--- src/rtl/wp_pkg.sv ---
package wp_pkg;

  typedef enum logic [1:0] {
    MODE_EXACT   = 2'b00,
    MODE_INSIDE  = 2'b01,
    MODE_OUTSIDE = 2'b10,
    MODE_RSVD    = 2'b11
  } wp_mode_e;

  // Strobes from the control half to the compare datapath
  typedef struct packed {
    logic armed;       // enabled and a valid bus cycle
    logic selExact;
    logic selInside;
    logic selOutside;
    logic useData;     // data compare active (exact mode only)
  } wp_strobe_t;

endpackage

--- src/rtl/wp_datapath.sv ---
module wp_datapath
  import wp_pkg::*;
#(
  parameter int ADDR_W = 23,
  parameter int DATA_W = 16
) (
  input  logic              clk,
  input  logic              rstN,
  input  wp_strobe_t        strobe,
  input  logic [ADDR_W-1:0] busAddr,
  input  logic [DATA_W-1:0] busData,
  input  logic              busWrite,
  input  logic              busWord,
  input  logic [ADDR_W-1:0] cfgAddrLo,
  input  logic [ADDR_W-1:0] cfgAddrHi,
  input  logic [DATA_W-1:0] cfgData,
  input  logic [DATA_W-1:0] cfgDataMask,
  input  logic              cfgDirEn,
  input  logic              cfgDirWrite,
  input  logic              cfgSizeEn,
  input  logic              cfgSizeWord,
  output logic              rawHit
);

  logic              addrEq, geLo, leHi;
  logic              inWin, outWin, exactHit;
  logic [DATA_W-1:0] bitMiss;
  logic              dataOk, dirOk, sizeOk, qualOk, winHit;

  // Full-width address comparisons against both bounds
  assign addrEq = (busAddr == cfgAddrLo);
  assign geLo   = (busAddr >= cfgAddrLo);
  assign leHi   = (busAddr <= cfgAddrHi);

  assign inWin  = geLo && leHi;
  assign outWin = (busAddr < cfgAddrLo) || (busAddr > cfgAddrHi);

  // Per-bit masked data compare
  for (genvar i = 0; i < DATA_W; i++) begin : g_dbit
    assign bitMiss[i] = cfgDataMask[i] & (busData[i] ^ cfgData[i]);
  end
  assign dataOk = ~|bitMiss;

  // Access qualifiers
  assign dirOk  = !cfgDirEn  || (busWrite == cfgDirWrite);
  assign sizeOk = !cfgSizeEn || (busWord  == cfgSizeWord);
  assign qualOk = dirOk && sizeOk;

  assign exactHit = addrEq && (!strobe.useData || dataOk);

  always_comb begin
    winHit = 1'b0;
    if (strobe.selExact)   winHit = exactHit;
    if (strobe.selInside)  winHit = inWin;
    if (strobe.selOutside) winHit = outWin;
  end

  assign rawHit = strobe.armed && qualOk && winHit;

  // The two window decisions are built independently and can never both hold
  p_window_split_r7: assert property (@(posedge clk) disable iff (!rstN)
    !(inWin && outWin));

  // Equality with the reference implies the low-bound comparator agrees
  p_exact_on_low_r4: assert property (@(posedge clk) disable iff (!rstN)
    addrEq |-> geLo);

  // At most one mode select is ever active
  p_one_mode_r8: assert property (@(posedge clk) disable iff (!rstN)
    $onehot0({strobe.selExact, strobe.selInside, strobe.selOutside}));

endmodule

--- src/rtl/wp_control.sv ---
module wp_control
  import wp_pkg::*;
(
  input  logic       clk,
  input  logic       rstN,
  input  logic       busValid,
  input  logic       cfgEnable,
  input  logic [1:0] cfgMode,
  input  logic       cfgDataEn,
  input  logic       rawHit,
  output wp_strobe_t strobe,
  output logic       matchOut
);

  wp_mode_e modeSel;
  logic     matchQ;

  assign modeSel = wp_mode_e'(cfgMode);

  always_comb begin
    strobe            = '0;
    strobe.armed      = cfgEnable && busValid;
    unique case (modeSel)
      MODE_EXACT:   strobe.selExact   = 1'b1;
      MODE_INSIDE:  strobe.selInside  = 1'b1;
      MODE_OUTSIDE: strobe.selOutside = 1'b1;
      default:      ;
    endcase
    strobe.useData = cfgDataEn && (modeSel == MODE_EXACT);
  end

  always_ff @(posedge clk) begin
    if (!rstN) matchQ <= 1'b0;
    else       matchQ <= rawHit;
  end

  assign matchOut = matchQ;

  p_idle_quiet_r2: assert property (@(posedge clk) disable iff (!rstN)
    !busValid |=> !matchOut);

  p_off_quiet_r3: assert property (@(posedge clk) disable iff (!rstN)
    !cfgEnable |=> !matchOut);

  p_rsvd_quiet_r8: assert property (@(posedge clk) disable iff (!rstN)
    (cfgMode == 2'b11) |=> !matchOut);

  p_pulse_per_cycle_r11: assert property (@(posedge clk) disable iff (!rstN)
    rawHit |=> matchOut);

endmodule

--- src/rtl/watchpoint_cmp.sv ---
module watchpoint_cmp
  import wp_pkg::*;
#(
  parameter int ADDR_W = 23,
  parameter int DATA_W = 16
) (
  input  logic              clk,
  input  logic              rstN,
  input  logic              busValid,
  input  logic [ADDR_W-1:0] busAddr,
  input  logic [DATA_W-1:0] busData,
  input  logic              busWrite,
  input  logic              busWord,
  input  logic              cfgEnable,
  input  logic [1:0]        cfgMode,
  input  logic [ADDR_W-1:0] cfgAddrLo,
  input  logic [ADDR_W-1:0] cfgAddrHi,
  input  logic [DATA_W-1:0] cfgData,
  input  logic [DATA_W-1:0] cfgDataMask,
  input  logic              cfgDataEn,
  input  logic              cfgDirEn,
  input  logic              cfgDirWrite,
  input  logic              cfgSizeEn,
  input  logic              cfgSizeWord,
  output logic              matchOut
);

  wp_strobe_t strobe;
  logic       rawHit;

  wp_control u_ctrl (
    .clk       (clk),
    .rstN      (rstN),
    .busValid  (busValid),
    .cfgEnable (cfgEnable),
    .cfgMode   (cfgMode),
    .cfgDataEn (cfgDataEn),
    .rawHit    (rawHit),
    .strobe    (strobe),
    .matchOut  (matchOut)
  );

  wp_datapath #(.ADDR_W(ADDR_W), .DATA_W(DATA_W)) u_dp (
    .clk         (clk),
    .rstN        (rstN),
    .strobe      (strobe),
    .busAddr     (busAddr),
    .busData     (busData),
    .busWrite    (busWrite),
    .busWord     (busWord),
    .cfgAddrLo   (cfgAddrLo),
    .cfgAddrHi   (cfgAddrHi),
    .cfgData     (cfgData),
    .cfgDataMask (cfgDataMask),
    .cfgDirEn    (cfgDirEn),
    .cfgDirWrite (cfgDirWrite),
    .cfgSizeEn   (cfgSizeEn),
    .cfgSizeWord (cfgSizeWord),
    .rawHit      (rawHit)
  );

  p_dir_gate_r9: assert property (@(posedge clk) disable iff (!rstN)
    (cfgDirEn && (busWrite != cfgDirWrite)) |=> !matchOut);

  p_size_gate_r10: assert property (@(posedge clk) disable iff (!rstN)
    (cfgSizeEn && (busWord != cfgSizeWord)) |=> !matchOut);

endmodule

--- config.mk ---
export PLATFORM = sky130hd
export DESIGN_NAME = watchpoint_cmp
export DESIGN_NICKNAME = d
export VERILOG_FILES = /design/src/rtl/wp_pkg.sv /design/src/rtl/wp_datapath.sv /design/src/rtl/wp_control.sv /design/src/rtl/watchpoint_cmp.sv
export SDC_FILE = /design/constraint.sdc
export NUM_CORES = 1
export LEC_CHECK = 0
export BUFFER_PORTS_ARGS = -buffer_cell sky130_fd_sc_hd__clkbuf_2
export CORE_MARGIN = 2
export CORE_UTILIZATION = 39
export DETAILED_ROUTE_END_ITERATION = 8
export PLACE_DENSITY = 0.83
export SYNTH_ARGS = -nofsm -noshare
export SYNTH_HDL_FRONTEND = slang
export SYNTH_HIERARCHICAL = 1
export SYNTH_SLANG_ARGS = --single-unit
--- constraint.sdc ---
create_clock -name clk -period 2.77 [get_ports clk]
set_clock_uncertainty 0.15 [all_clocks]
set_input_delay 0.554 -clock clk [delete_from_list [all_inputs] [get_ports clk]]
set_output_delay 0.554 -clock clk [all_outputs]
set_load 0.05 [all_outputs]
==> metrics.md, run 1 <==
| Metric | Value |
|---|---|
| Port Buffer Count | 130 |
| Via density per instance | 4.875 |
| Syn avg cell area | just over 7 sq um |
| Vias in the first global route | 1843 |
| Register area | ~20 sq um |
| Die area | roughly 0.0043 sq mm |
| Share of the synthesized area in the top cell type | about two fifths |
| Tcrit/Tclk final | between 90% and 100% |
| Routed WL | roughly 4300 um |
| Filler instances | between 300 and 400 |
| DIE WIDTH | approximately 66 um |
| DR iter-0 viols | 34 |
| Startpoint Class | input pin |
| Leak Pwr | 1.416 nW |
| Main area contributors after synthesis | ha_1, inv_1, xor2_1 |
| Final setup vio count | 0 |
| Gr usage total | 19.64% |
| Yosys reg bits | 1 |
| Largest family of logic cells by synthesized area | adder cells |
| Cell Chain, Critical Path | clkbuf_2 -> inv_1 -> ha_1 -> nand4_2 -> or4_4 -> a31oi_4 -> o21ai_0 -> o2111a_1 -> and2_1 |
| Post-Synth XOR/XNOR Area | about a tenth |
| Worst-Margin Slew | between 0.3 and 0.4 ns |
| Residual DRC | 0 |
| Hold depth | 2 |
| Worst EP required | roughly 2.5 ns |
| Setup slack after layout | 0.1656 ns |
| P&R area growth vs syn | 50.42% |
| Drt first pass iters | 4 |
| Crit path arrival time | between 2 and 2.5 ns |
| Most frequent cells after synthesis | inv_1, ha_1, xor2_1, a21oi_1 |
| Final RePlAce weighted congestion | ~0.8 |
| # nets final | between 500 and 600 |
| Mux cell area share after synthesis | 0% |
| Min cycle time layout | roughly 2.6 ns |
| Hold Slack | roughly 0.62 ns |
| F_max | ~0.38 GHz |
| Max reg flops | 1 |
| Maximum fanout along the worst path | 3 |
| Asr flop ratio synth | 0% |
| Crit Path Category | in2reg |
| First-pass GRT wire length | ~7100 um |
| Cells after Synth | between 200 and 250 |
| Fin cells | between 300 and 400 |
| I/O Pins | roughly 130 |
| Final hold violations | 0 |
| Ratio of cells with drive above 1 in the final layout | between 40% and 50% |
| Pre-CTS setup slack | between 0.1 and 0.15 ns |
| Final Max Slew Viols | 0 |
| CP Capture Type | register |
| Adder-Cell Fraction of Synth Area | 38.59% |
| CP max stage delay | approximately 0.60 ns |
| Power, Total | 301.9 uW |
| Ant. Diodes | 0 |
| Post-route antenna net violation count | 0 |
| Cell with the most instances after synthesis | inv_1 |
| Sum Neg Setup Slack | 0 ns |
| Largest net degree at the start of global routing | 5 |
| Via count | 1867 |
| Crit-path slowest cell | or4_4 |
| GR Overflow Total | 0 |
| Slew margin rel. | 75.33% |
| Synth Area in Simple Gates | ~17% |
| Worst Hold Class | in2reg |
| FP Rows | 22 |
| Power Dens Cells | between 100 and 150 mW/mm^2 |
| YS warnings | 6 |
| Clock transition at path regs | 0 ns |
| DP Area | approximately 0.0022 sq mm |
| Initial core utilization | 40.74% |
| Dpl cells | around 380 |
| Die Ht | between 60 and 70 um |
| Area fraction in compound gates after synthesis | a little over a fifth |
| Multi-input gate area | around 0.0013 sq mm |
| MaxCap Viol Count | 0 |
| Core box area | 0.003661 sq mm |
| Final Util | a little over 60% |
| Detailed placement HPWL | ~4100 um |
| Initial antenna violation count | 0 |
| RSZ-0062 raised after global routing | false |
| Maximum VDD drop | a little over 0.06 mV |
| Post-synth EDFFs | 0 |
| Post-synth top area cell | ha_1 |
| Design area | 0.002243 sq mm |
| Synthesized area | ~0.0015 sq mm |
| Routed length per instance | about 11 um |
| Syn nets | approximately 380 |
| Unique masters post-synth | 33 |
| Status | complete, no violations |
| Setup bufs post-CTS | 0 |
| Top FF cell, synth | dfxtp_1 |
| Sequential fraction of the synthesis area | 1.342% |
==> where the power goes <==
part           internal [mW]  switching (mW)  leakage (nW)
clock                      0               0             0
combinational          0.154           0.133          1.41
sequential            0.0149       0.0000476       0.00808
total                  0.169           0.133          1.42
==> logic make-up (layout without fill, tap and decap cells) <==
logic type | after synthesis | after routing
AO/OA/AOI/OAI | 49 | 49
buffers and inverters | 47 | 177
adder cells (fa/ha/maj) | 46 | 46
AND/OR/NAND/NOR | 44 | 44
XOR/XNOR | 18 | 18
flip-flops | 1 | 1
==> final timing paths <==
| kind | from | end | slack, ns |
|---|---|---|---|
| worst max-delay path | cfgAddrLo[20] | u_ctrl/matchOut | 0.17 |
| worst min-delay path | rstN | u_ctrl/matchOut | 0.62 |
==> per-layer routing <==
layer	vias to the layer above	track usage [%]	share of wire (%)
li1	985	-	-
met1	807	21.23	37
met2	65	40.40	54
met3	10	1.363	6.2
met4	0	4.427	2.1
met5	-	0	0
==> critical path: cells and delay by family <==
kind	cells	cell delay [ns]
simple gates	3	0.85
compound gates	3	0.51
fa+ha+maj	1	0.30
buf+inv	2	0.12
==> what timing repair did <==
action                                  CTS  global route
hold endpoints to repair                  0             0
resized for setup                         0             6
hold buffers                              0             0
endpoints found under the setup margin    0             1
==> area by class of cell <==
cell class              count  area share [%]
flip-flops and latches      1          0.8924
well taps                  48           2.677
repair buffers            130           29.00
multi-input cells         157           59.56
inverters                  47           7.864
==> placed cells by master, fill, tap and decap left out, drive strengths merged, types with 5 or more instances in the layout <==
master  netlist  layout
clkbuf        0     130
inv          47      47
ha           46      46
xor2         18      18
a21oi        17      17
nand4        10      10
a22oi         9       9
nand3         8       8
o21ai         8       8
nand2         7       7
nor2          5       5
nor3          5       5
(Power assumes the default switching activity.)
==> inputs of run 2 (changes only) <==
--- a/config.mk
+++ b/config.mk
@@ -5,12 +5,12 @@
 export SDC_FILE = /design/constraint.sdc
 export NUM_CORES = 1
 export LEC_CHECK = 0
+export ABC_AREA = 1
 export BUFFER_PORTS_ARGS = -buffer_cell sky130_fd_sc_hd__clkbuf_2
 export CORE_MARGIN = 2
-export CORE_UTILIZATION = 39
+export CORE_UTILIZATION = 42
 export DETAILED_ROUTE_END_ITERATION = 8
 export PLACE_DENSITY = 0.83
 export SYNTH_ARGS = -nofsm -noshare
 export SYNTH_HDL_FRONTEND = slang
-export SYNTH_HIERARCHICAL = 1
 export SYNTH_SLANG_ARGS = --single-unit
==> metrics.md, run 2 <==
| Metric | Value |
|---|---|
| YS warnings | 0 (-6) |
| MaxCap Viol Count | 0 (unchanged) |
| Setup slack after layout | 0.6501 ns (+0.4846 ns) |
| Leak Pwr | 1.842 nW (+30%) |
| DP Area | 0.002500 sq mm (+14%) |
| Via density per instance | 4.415 (-9.4%) |
| I/O Pins | 131 (unchanged) |
| Gr usage total | 19.19% (-0.45 points) |
| DIE WIDTH | 69.23 um (+5.1%) |
| Post-synth top area cell | ha_1 |
| P&R area growth vs syn | 39.92% |
| RSZ-0062 raised after global routing | false |
| Most frequent cells in the layout | clkbuf_2, nand2_1, inv_1 |
| Die Ht | 69.23 um (+5.1%) |
| Via count | 2278 (+22%) |
| GR Overflow Total | 0 (unchanged) |
| Drt first pass iters | 4 (unchanged) |
| Sum Neg Setup Slack | 0 ns (unchanged) |
| Detailed placement HPWL | 4458 um (+9.4%) |
| FP Rows | 23 (+4.5%) |
| Worst EP required | 2.50 ns (about the same) |
| Filler instances | 410 (+12%) |
| Final hold violations | 0 (unchanged) |
| Hold Slack | 0.7584 ns (+0.1385 ns) |
| Design area | 0.002500 sq mm (+11%) |
| Post-route antenna net violation count | 0 (unchanged) |
| Core box area | 0.004058 sq mm (+11%) |
| First-pass GRT wire length | 8224 um (+17%) |
| Initial core utilization | 44.03% (+3.3 points) |
| Post-synth EDFFs | 0 (unchanged) |
| Fin cells | 516 (+35%) |
| Unique masters post-synth | 21 (-36%) |
| Final RePlAce weighted congestion | 0.8399 (+5.4%) |
| PostCTS Resize Cnt | 0 (unchanged) |
| Setup bufs post-CTS | 0 (unchanged) |
| F_max | 0.4717 GHz (+23%) |
| Crit path arrival time | 1.85 ns (-0.49 ns) |
| Residual DRC | 0 (unchanged) |
| Mux cell area share after synthesis | 0% (unchanged) |
| Cells after Synth | 336 (+64%) |
| Min cycle time layout | 2.120 ns (-0.4846 ns) |
| Power, Total | 326.0 uW (+8.0%) |
| Synthesized area | 0.001787 sq mm (+20%) |
| Maximum fanout along the worst path | 2 (-1) |
| Largest family of logic cells by synthesized area | simple AND/OR/NAND/NOR gates |
| Maximum VDD drop | 0.06735 mV (+8.5%) |
| Initial antenna violation count | 0 (unchanged) |
| Worst-Margin Slew | 0.3571 ns (-0.003610 ns) |
| Die area | 0.004792 sq mm (+11%) |
| Commonest non-fill, non-tap cell in the layout | clkbuf_2 |
| Port Buffer Count | 130 (unchanged) |
| Tcrit/Tclk final | 76.53% (-17 points) |
| Final Max Slew Viols | 0 (unchanged) |
| Final Util | 61.61% (+0.33 points) |
| CP Capture Type | register |
| Status | complete, no violations |
| Top FF cell, synth | dfxtp_1 |
| Asr flop ratio synth | 0% (unchanged) |
| Adder-Cell Fraction of Synth Area | 32.21% (-6.4 points) |
| Routed WL | 4534 um (+6.4%) |
| Startpoint Class | input pin |
| Power Dens Cells | 130.4 mW/mm^2 (-3.1%) |
| Clock transition at path regs | 0 ns (unchanged) |
| Main area contributors after synthesis | ha_1, nand2_1, inv_1 |
| Syn avg cell area | 5.318 sq um (-27%) |
| Ant. Diodes | 0 (unchanged) |
| Pre-CTS setup slack | 0.6547 ns (+0.5445 ns) |
| Slew margin rel. | 76.03% (+0.70 points) |
| Crit Path Category | in2reg |
| Max reg flops | 1 (unchanged) |
| Largest net degree at the start of global routing | 4 (-1) |
| Area fraction in compound gates after synthesis | 7.213% (-14 points) |
| Post-Synth XOR/XNOR Area | 0% (-11 points) |
| Routed length per instance | 8.787 um (-21%) |
| Dpl cells | 516 (+35%) |
| Cell with the most instances after synthesis | nand2_1 |
| Vias in the first global route | 2206 (+20%) |
| DR iter-0 viols | 60 (+76%) |
| Yosys reg bits | 1 (unchanged) |
| Sequential fraction of the synthesis area | 1.120% (-0.22 points) |
| Ratio of cells with drive above 1 in the final layout | 30.26% (-11 points) |
| Syn nets | 512 (+34%) |
| Share of the synthesized area in the top cell type | 32.21% (-6.4 points) |
| Worst Hold Class | in2reg |
| Most frequent cells after synthesis | nand2_1, inv_1, ha_1, nor2_1, a21oi_1 |
| # nets final | 644 (+26%) |
| Final setup vio count | 0 (unchanged) |
| Synth Area in Simple Gates | 39.50% (+23 points) |
| Number of hold buffers added after cts | 0 (unchanged) |
## run 2: kinds of logic after synthesis
logic type	Yosys count
buffers and inverters	95
AO/OA/AOI/OAI	23
adder cells (fa/ha/maj)	46
flip-flops	1
AND/OR/NAND/NOR	171
## run 2: area by class of cell
class | count | area (sq um) | share of cell area [%]
Multi-Input combinational cell | 240 | 1410 | 56.41
Timing Repair Buffer | 130 | 650.6 | 26.03
Inverter | 95 | 356.6 | 14.26
Tap cell | 50 | 62.56 | 2.503
Sequential cell | 1 | 20.02 | 0.8008
## run 2: path summary, 6_finish.rpt
check                        endpoint        start  cells past startpoint  slack [ns]
worst max-delay path  u_ctrl.matchOut  busAddr[18]                     12        0.65
worst min-delay path  u_ctrl.matchOut    cfgSizeEn                      4        0.76
## run 2: worst max-delay path, stage by stage
cell	delay, ns
clkbuf_2	0.10
ha_1	0.31
nand2_1	0.11
inv_1	0.04
nand2_1	0.07
nand2_1	0.05
a21oi_1	0.14
nand2_1	0.07
nor2_1	0.12
nand2_1	0.06
a21boi_0	0.16
nor2_1	0.06
## run 2: layer usage
| layer | routed length [um] | vias to the layer above | GRT usage [%] |
|---|---|---|---|
| met4 | 75 | 0 | 3.922 |
| met3 | 213 | 6 | 1.453 |
| met5 | 0 | - | 0 |
| li1 | - | 1277 | - |
| met2 | 2229 | 58 | 36.75 |
| met1 | 2016 | 937 | 23.14 |
## run 2: report_power, final
group,total (mW),switching (mW),internal [mW],leakage (nW)
Sequential,0.0150,0.0000489,0.0150,0.00808
Clock,0,0,0,0
Combinational,0.311,0.157,0.154,1.83
Total,0.326,0.157,0.169,1.84
==> inputs of run 3 (changes only) <==
--- a/config.mk
+++ b/config.mk
@@ -5,10 +5,10 @@
 export SDC_FILE = /design/constraint.sdc
 export NUM_CORES = 1
 export LEC_CHECK = 0
-export ABC_AREA = 1
+export ABC_AREA = 0
 export BUFFER_PORTS_ARGS = -buffer_cell sky130_fd_sc_hd__clkbuf_2
 export CORE_MARGIN = 2
-export CORE_UTILIZATION = 42
+export CORE_UTILIZATION = 39
 export DETAILED_ROUTE_END_ITERATION = 8
 export PLACE_DENSITY = 0.83
 export SYNTH_ARGS = -nofsm -noshare
==> constraint.sdc (replaced) <==
create_clock -name clk -period 2.2 [get_ports clk]
set_clock_uncertainty 0.15 [all_clocks]
set_input_delay 0.44 -clock clk [delete_from_list [all_inputs] [get_ports clk]]
set_output_delay 0.44 -clock clk [all_outputs]
set_load 0.05 [all_outputs]
==> metrics.md, run 3 <==
| Metric | Value |
|---|---|
| Final Max Slew Viols | 0 (unchanged) |
| Routed WL | 4238 um (-6.5%) |
| Leak Pwr | 1.455 nW (-21%) |
| CP Capture Type | register |
| Largest net degree at the start of global routing | 6 (+2) |
| Buf/Inv on CP | 2 (unchanged) |
| Port Buffer Count | 130 (unchanged) |
| Post-synth top area cell | ha_1 |
| Die area | 0.004297 sq mm (-10%) |
| Final hold violations | 0 (unchanged) |
| Worst-Margin Slew | 0.3279 ns (-0.02920 ns) |
| Share of the synthesized area in the top cell type | 38.95% (+6.7 points) |
| FP Rows | 22 (-4.3%) |
| Initial antenna violation count | 0 (unchanged) |
| Filler instances | 328 (-20%) |
| Die Ht | 65.56 um (-5.3%) |
| Post-synth EDFFs | 0 (unchanged) |
| Power, Total | 418.8 uW (+28%) |
| Worst Hold Class | in2reg |
| Startpoint Class | input pin |
| Slew margin rel. | 78.01% (+2.0 points) |
| Worst EP required | 1.95 ns (-0.55 ns) |
| Maximum VDD drop | 0.08576 mV (+27%) |
| YS warnings | 0 (unchanged) |
| Min cycle time layout | between 2 and 2.5 ns |
| Final setup vio count | 1 (+1) |
| Status | complete, but fails checks |
| Ratio of cells with drive above 1 in the final layout | 45.88% (+16 points) |
| Crit Path Category | in2reg |
| Crit-path slowest cell | a221o_1 |
| Cells after Synth | 201 (-40%) |
| Cell Chain, Critical Path | clkbuf_2 -> inv_4 -> ha_4 -> and2_4 -> a221o_1 -> a221oi_2 -> o211ai_1 -> a22o_1 -> a311oi_1 |
| Power Dens Cells | 177.0 mW/mm^2 (+36%) |
| Syn nets | 377 (-26%) |
| I/O Pins | 131 (unchanged) |
| DR iter-0 viols | 36 (-40%) |
| Setup slack after layout | -0.1624 ns (-0.8125 ns) |
| Clock transition at path regs | 0 ns (unchanged) |
| Drt first pass iters | 5 (+1) |
| Max reg flops | 1 (unchanged) |
| Gr usage total | 18.96% (-0.23 points) |
| Via count | 1878 (-18%) |
| Largest delay contributor family on the critical path | compound AO/OA/AOI/OAI gates |
| Vias in the first global route | 1741 (-21%) |
| Failing checks | negative setup slack |
| Hold Slack | 0.5808 ns (-0.1777 ns) |
| Detailed placement HPWL | 4039 um (-9.4%) |
| Maximum fanout along the worst path | 2 (unchanged) |
| Ant. Diodes | 0 (unchanged) |
| MaxCap Viol Count | 0 (unchanged) |
| First-pass GRT wire length | 6782 um (-18%) |
| Core box area | 0.003661 sq mm (-9.8%) |
| Tcrit/Tclk final | 107.4% |
| Most frequent cells in the layout | clkbuf_2, inv_1, ha_1 |
| Via density per instance | 4.840 (+9.6%) |
| P&R area growth vs syn | 60.12% |
| Post-route antenna net violation count | 0 (unchanged) |
| Syn avg cell area | 7.352 sq um (+38%) |
| Initial core utilization | 40.36% (-3.7 points) |
| Final RePlAce weighted congestion | 0.7585 (-9.7%) |
| RSZ-0062 raised after global routing | true |
| DP Area | 0.002288 sq mm (-8.5%) |
| # nets final | 518 (-20%) |
| Asr flop ratio synth | 0% (unchanged) |
| Synthesized area | 0.001478 sq mm (-17%) |
| Yosys reg bits | 1 (unchanged) |
| F_max | approximately 0.42 GHz |
| Top FF cell, synth | dfxtp_1 |
| Most frequent cells after synthesis | ha_1, inv_1, xor2_1, a21oi_1, nand4_1 |
| Sequential fraction of the synthesis area | 1.355% (+0.23 points) |
| Unique masters post-synth | 29 (+38%) |
| GR Overflow Total | 0 (unchanged) |
| Main area contributors after synthesis | ha_1, inv_1, xor2_1 |
| CP max stage delay | 0.33 ns (+0.02 ns) |
| Design area | 0.002366 sq mm (-5.4%) |
| Commonest non-fill, non-tap cell in the layout | clkbuf_2 |
| Routed length per instance | 10.92 um (+24%) |
| Residual DRC | 0 (unchanged) |
| Crit path arrival time | 2.12 ns (+0.27 ns) |
| DIE WIDTH | 65.56 um (-5.3%) |
-- run 3: cell count changes after synthesis, moves of 3 or more --
cell     delta
inv_1      -47
o21ai_0     +4
nor2_2      -3
nor2_1     -26
nand3_1     -6
nand4_1     +8
a22oi_1     +8
nand2_2     -3
xor2_1     +18
nand2_1   -103
-- run 3: final cells by class --
cell class	count	area, sq um	share of cell area (%)
well taps	48	60.06	2.538
multi-input cells	154	1393	58.86
flip-flops and latches	1	20.02	0.8461
inverters	46	175.2	7.403
repair buffers	139	718.2	30.35
-- run 3: logic make-up after synthesis --
logic type / after synthesis / share of synthesized area, %
buffers and inverters: 46 / 11.69
AND/OR/NAND/NOR: 42 / 14.82
flip-flops: 1 / 1.355
AO/OA/AOI/OAI: 48 / 22.52
XOR/XNOR: 18 / 10.67
adder cells (fa/ha/maj): 46 / 38.95
-- run 3: stage by stage --
stage               worst slack (ns)  setup TNS [ns]  std cells  util, %
floorplan                    0.01674               0        201        -
global placement             -0.2406         -0.2406        387    62.51
detailed placement           -0.2567         -0.2567        387    62.51
CTS                          -0.1765         -0.1765        387    63.06
global route                 -0.2667         -0.2667        388    64.63
finish                       -0.1624         -0.1624        388    64.63
-- run 3: what timing repair did --
item	4_1_cts	5_1_grt
pin swaps	5	5
hold buffers	0	0
buffers inserted	0	1
endpoints found under the setup margin	1	1
resized for setup	5	6
-- run 3: worst paths after layout --
check	startpoint	end	slack [ns]	depth (start not counted)
setup / recovery	cfgAddrHi[9]	u_ctrl.matchOut	-0.16	9
hold / removal	cfgMode[0]	u_ctrl.matchOut	0.58	2
-- run 3: power breakdown --
| part | internal, mW | switching (mW) |
|---|---|---|
| clock network | 0 | 0 |
| registers | 0.0189 | 0.0000884 |
| logic | 0.218 | 0.182 |
-- run 3: metal layers --
metal	vias up	share of wire (%)	global-route usage, %
met1	814	42	23.67
met3	0	5.9	1.199
li1	1003	-	-
met4	0	0	0
met2	61	53	37.37
met5	-	0	0
